### config.mk
export PLATFORM = sky130hd
export DESIGN_NAME = step_ctl
export DESIGN_NICKNAME = d
export VERILOG_FILES = /design/src/rtl/step_ctl.sv
export SDC_FILE = /design/constraint.sdc
export NUM_CORES = 1
export LEC_CHECK = 0
export ABC_AREA = 0
export BUFFER_PORTS_ARGS = -buffer_cell sky130_fd_sc_hd__buf_2
export CORE_MARGIN = 2
export CORE_UTILIZATION = 34
export DETAILED_ROUTE_END_ITERATION = 8
export PLACE_DENSITY_LB_ADDON = 0.3
export SLEW_MARGIN = 20
export SYNTH_ARGS = -nofsm -noshare
export SYNTH_HDL_FRONTEND = slang
export SYNTH_SLANG_ARGS = --single-unit
export TNS_END_PERCENT = 30
### constraint.sdc
create_clock -name clk -period 1.27 [get_ports clk]
set_clock_uncertainty 0.1 [all_clocks]
set_input_delay 0.254 -clock clk [delete_from_list [all_inputs] [get_ports clk]]
set_output_delay 0.254 -clock clk [all_outputs]
set_load 0.005 [all_outputs]
### src/rtl/step_ctl.sv
module step_ctl (
  input  logic       clk,
  input  logic       rst,
  input  logic       step_en,
  input  logic       dbg_mask,
  input  logic       eret_valid,
  input  logic       eret_saved_ss,
  input  logic       eret_src_dbg_en,
  input  logic       eret_dst_dbg_en,
  input  logic       eret_tgt_is64,
  input  logic       fetch_valid,
  input  logic       excl_ld,
  input  logic       exc_entry,
  input  logic       exc_entry_clr_ss,
  input  logic       cur_ss,
  input  logic [1:0] src_el,
  input  logic [1:0] tgt_el,
  input  logic       have_el2,
  input  logic       nonsecure,
  input  logic       trap_ge,
  input  logic       trap_dbg,
  output logic [1:0] step_state,
  output logic       eret_ss,
  output logic       step_take,
  output logic       bkpt_skip,
  output logic       stepped,
  output logic [31:0] syndrome,
  output logic [5:0] exc_class,
  output logic       route_hyp,
  output logic       entry_saved_ss
);
  localparam logic [1:0] ST_IDLE = 2'd0;
  localparam logic [1:0] ST_PEND = 2'd1;
  localparam logic [1:0] ST_RUN  = 2'd2;
  localparam logic [31:0] SYN_BASE = 32'h22;
  localparam int SYN_STEP_BIT = 24;
  localparam int SYN_LDX_BIT  = 6;

  logic [1:0] state_q, state_d;
  logic stepped_q, ldx_cur_q, ldx_prev_q;
  logic eret_arm, fetch_go, pend_fetch, run_fetch, may_step;

  assign eret_arm   = eret_valid & step_en & ~eret_src_dbg_en & eret_dst_dbg_en & eret_tgt_is64;
  assign eret_ss    = eret_arm & eret_saved_ss;
  assign fetch_go   = fetch_valid & ~eret_valid;
  assign pend_fetch = fetch_go & (state_q == ST_PEND);
  assign run_fetch  = fetch_go & (state_q == ST_RUN);
  assign may_step   = step_en & ~dbg_mask;

  always_comb begin
    state_d = state_q;
    if (eret_arm)
      state_d = eret_saved_ss ? ST_RUN : ST_PEND;
    else if (pend_fetch)
      state_d = ST_IDLE;
    else if (run_fetch)
      state_d = may_step ? ST_PEND : ST_IDLE;
    else if (state_q == 2'd3)
      state_d = ST_IDLE;
  end

  always_ff @(posedge clk) begin
    if (rst) begin
      state_q    <= ST_IDLE;
      stepped_q  <= 1'b0;
      ldx_cur_q  <= 1'b0;
      ldx_prev_q <= 1'b0;
    end else begin
      state_q <= state_d;
      if (exc_entry)
        stepped_q <= 1'b0;
      else if (run_fetch && may_step)
        stepped_q <= 1'b1;
      if (pend_fetch || excl_ld) begin
        ldx_prev_q <= ldx_cur_q;
        ldx_cur_q  <= ~pend_fetch;
      end
    end
  end

  assign step_state     = state_q;
  assign step_take      = pend_fetch & may_step;
  assign bkpt_skip      = step_take;
  assign stepped        = stepped_q;
  assign syndrome       = SYN_BASE | (32'(stepped_q) << SYN_STEP_BIT) | (32'(ldx_prev_q) << SYN_LDX_BIT);
  assign exc_class      = (tgt_el == src_el) ? 6'h33 : 6'h32;
  assign route_hyp      = have_el2 & nonsecure & (src_el <= 2'd1) & (trap_ge | trap_dbg);
  assign entry_saved_ss = exc_entry_clr_ss ? 1'b0 : cur_ss;
endmodule

; ---- Word-level counts from Yosys, hierarchy flattened
; Cells that the tools add are included.
[totals]
reg_bits = 5
word_cells = 40
out_inout_bits = 46
in_bits = 22
[op_classes]
n_mux = 8
bitwise_logic = 19
magnitude_cmp = 1
n_reduce_logical = 4
n_eq_ne = 4
[op_table]
columns = operator, count
row1 = $or 25x7->25, 1
row2 = $and 1x1->1, 13
row3 = $mux 2, 5
row4 = $eq 2x2->1 const B, 2
row5 = $not 1->1, 4
row6 = $reduce_bool 4->1, 1
row7 = $mux 1, 3
row8 = $eq 2x1->1 const B, 1
row9 = $eq 2x2->1, 1
row10 = $le 2x1->1 const B, 1
row11 = $reduce_or 2->1, 1
row12 = $logic_and 1x1->1, 1
row13 = $logic_or 1x1->1, 1
row14 = $or 1x1->1, 1

; ---- Logic depth before layout (Yosys ltp)
[logic_depth]
depth_word = 6
depth_mapped = 4
mapped_depth_nobuf = 4

; ---- Worst setup path after synthesis
; OpenSTA, ideal clock, no wires.
[synth_path]
kind = register to output
from = register state_q[1] (netlist: step_state[1])
to = output step_take
path_buffers = 1
path_stages_with_launch = 4
t_arrival_ns = 0.952
path_slack_ns = -0.036
t_required_ns = 0.916
path_cell_list = dfxtp_1 nand4bb_1 nor3b_1 buf_4
[synth_via]
elab_chain_len = 3
[synth_rtl]
columns = item, line_no
row1 = start: declaration, 39  ; logic [1:0] state_q, state_d;
row2 = start signal: assignment, 69  ; state_q <= state_d;
row3 = $eq 2x1->1, 46  ; assign pend_fetch = fetch_go & (state_q == ST_PEND);
row4 = $and 1x1->1, 46
row5 = $and 1x1->1, 82  ; assign step_take = pend_fetch & may_step;
row6 = end: declaration, 24  ; output logic step_take,
; Every way passes these cells.

; ---- Final worst setup path
; Ends and elaborated chain as after synthesis.

==> reports/metrics.yaml <==
cts:
  clock_latency_ps: 240
  clock_path_buffers: 2
  clkSlewWorstSetupHoldPaths_ps: 40
  htree_levels: 1
  hold_buffers: 0
  cts_buffers: 3
  clock_sinks: 5
  cts_tree: "done"
  root_buffer: "clkbuf_4"
pwr:
  switching_share_pct: 27.5
  power_frac_seq_pct: 35.7
  p_comb_share_pct: 25.3
  power_leakage_uw: 0.000407
  internal_power_uw: 336
  ir_drop_uv: 435
  power_uw: 464
  switching_power_uw: 128
  p_clk_share_pct: 39.0
  p_per_area_nw_per_um2: 624
timing:
  period_share_pct: 114
  drv_slew: 0
  whs_ps: 69.7
  setup_slack_ps: -174
  setup_viol: 2
  min_period_ps: 1440
  hold_viol: 0
  fmax_mhz: 693
  rsz0062_at_grt: "yes"
hold_path:
  hold_depth: 2
  min_from: "exc_entry"
  hp-class: "input port to flop"
  min_to: "stepped$_SDFFE_PP0P_"
floorplan:
  core.rowCount: 15
  die_w_microns: 46.8
  die_y_microns: 46.8
  start_util_pct: 36.1
  fp.coreArea_sq_um: 1730
  fp.dieArea_sq_um: 2190
  ios: 68
placed_design:
  post-place-ws_ps: -25.6
  port_buffers: 32
  hpwlAfterDp_microns: 984
  place_congestion: 0.619
  dpl_cell_area_sq_um: 681
worst_setup_path:
  critPathMaxStageDelay_ps: 320
  worstPathCellList: "nand4bb_4 -> nor3b_2 -> buf_2"
  startpoint_type: "flop"
  path_delay_family: "simple AND/OR/NAND/NOR gates"
  worstReg2RegEnd: "step_state[0]$_SDFFE_PP0P_"
  cp-end-kind: "primary output"
  regToRegSetupSlack_ps: 100
  cp.required_ps: 920
  crit_buf_inv: 1
  reg2reg_from: "step_state[0]$_SDFFE_PP0P_"
  critPathMaxFanout: 3
  criticalPathCategory: "flop to primary output"
  cp.arrival_ps: 1090
  worst_path_max_delay_cell: "dfxtp_2"
  rr_worst_depth: 3
detailed_routing:
  wl_met2_microns: 619
  wl_met3_microns: 112
  ant_nets: 0
  highest_layer: "met3"
  wl_mm: 1.16
  m1WireLength_microns: 428
  post_drt_wl_per_cell_microns: 8.72
  vias: 480
  drc: 0
  dr.pass1.iters: 2
  drt-initial-drc-count: 2
  vias_per_cell: 3.61
cells_and_area:
  design_area_sq_um: 743
  final_nets: 131
  area_growth_pct: 19.3
  drive_above_1_share_pct: 45.4
  diodes: 0
  nFillCells: 182
synthesis:
  synth_seq_cells: 5
  synth_edf_count: 0
  synth-simple-area-share_pct: 23.7
  synthAdderAreaFrac_pct: 0
  synth_compound_area_share_pct: 9.24
  async_reset_ff_share_pct: 0
  postSynthCellCount: 74
  synthFlopType: "dfxtp_1"
  netlist_area_sq_um: 623
  synth-seq-area-share_pct: 16.1
  synth_xor_area_share_pct: 2.81
  yosysWarnings: 0
  synth_top_family_by_area: "buffers and inverters"
  syn_avg_cell_area_sq_um: 8.42
  synth.area.mux_share_pct: 0
  synth_cell_types: 24
job:
  maxCapViolCount: 0
run_status:
  status: "complete, but fails checks"
  violations: "negative setup slack"
global_routing:
  grt_pass1_vias: 411
  track_usage_pct: 11.3
  grt_max_degree: 6
  grt_pass1_wl_mm: 1.70
  antenna_found_initial: 0
  overflow: 0
[per-stage QoR]
stage	utilization (%)	instances	TNS [ps]
after floorplan	-	107	0
after global placement	39.4	129	0
after detailed placement	39.4	129	-55.7
after CTS	42.3	133	-367
after global routing	43.0	133	-513
final	43.0	133	-348
[worst reg2reg max path, cell delays in order, from the launching register on]
cell       delay (ps)
dfxtp_2           340
and2b_1           250
nand4bb_4         130
a311oi_2          250
[flip-flops by register name, summed over array words and instances, names as in the netlist]
name,count
step_state,2
ldx_cur_q,1
ldx_prev_q,1
stepped,1
[worst max-delay path by stage]
stage / start / endpoint / cells after the start
2_1_floorplan: step_state[1]$_SDFFE_PP0P_ / step_take / 3
3_3_place_gp: eret_src_dbg_en / eret_ss / 5
3_5_place_dp: eret_valid / step_take / 4
4_1_cts: step_state[1]$_SDFFE_PP0P_ / step_take / 3
5_1_grt: step_state[1]$_SDFFE_PP0P_ / step_take / 3
6_report: step_state[1]$_SDFFE_PP0P_ / step_take / 3
[power groups by stage]
stage	Combinational (uW)	Clock, uW	Sequential (uW)
floorplan	131	0	167
global placement	108	0	168
detailed placement	110	0	168
CTS	113	190	166
global route	136	198	166
finish	117	181	166
[placed cells by master (no fill, tap or decap)]
cell type / n
a211oi_2: 1
a21oi_1: 2
a311oi_2: 1
and2b_1: 1
and4b_1: 1
and4bb_2: 1
buf_2: 30
buf_4: 3
buf_6: 2
clkbuf_1: 1
clkbuf_4: 3
conb_1: 35
dfxtp_1: 3
dfxtp_2: 2
inv_1: 1
inv_2: 1
nand2_1: 2
nand2b_4: 1
nand3_2: 1
nand3b_1: 3
nand4bb_4: 2
nor2_1: 3
nor2b_1: 1
nor3_1: 1
nor3b_2: 1
o211ai_1: 2
o21ai_0: 1
xor2_1: 2
[kinds of logic (layout without fill, tap and decap cells)]
family,after synthesis,after routing
and+or+nand+nor,18,18
xor gates and xnor gates,2,2
other,2,35
buffers and inverters,40,41
DFF,5,5
AOI/OAI and AO/OA,7,7
[synth_stat cells, drive strengths merged (2+ instances only)]
library cell   n  area [sq um]
inv            2          7.50
buf           38           285
nand4bb        2          38.8
conb           2          7.51
o211ai         2          15.0
xor2           2          17.5
dfxtp          5           100
a21oi          2          10.0
nor2           3          11.3
nand3b         3          22.5
nand2          2          7.51
[layer usage]
| metal | vias up | global-route usage, % |
|---|---|---|
| li1 | 239 | - |
| met4 | 0 | 1.67 |
| met2 | 32 | 21.4 |
| met3 | 0 | 6.92 |
| met1 | 209 | 10.5 |
| met5 | - | 0 |
[layout make-up]
cell class | count | area [sq um] | share of cell area, %
inverters | 2 | 7.51 | 1.01
flip-flops and latches | 5 | 103 | 13.8
well taps | 25 | 31.3 | 4.21
repair buffers | 35 | 195 | 26.3
clock buffers | 4 | 26.3 | 3.54
multi-input cells | 62 | 380 | 51.2
[repair_timing]
item / 4_1_cts / 5_1_grt
endpoints found under the setup margin: 3 / 3
pin swaps: 0 / 1
setup buffers: 0 / 0
resized for setup: 4 / 2
Note: power is estimated with default switching activity, not from simulation.
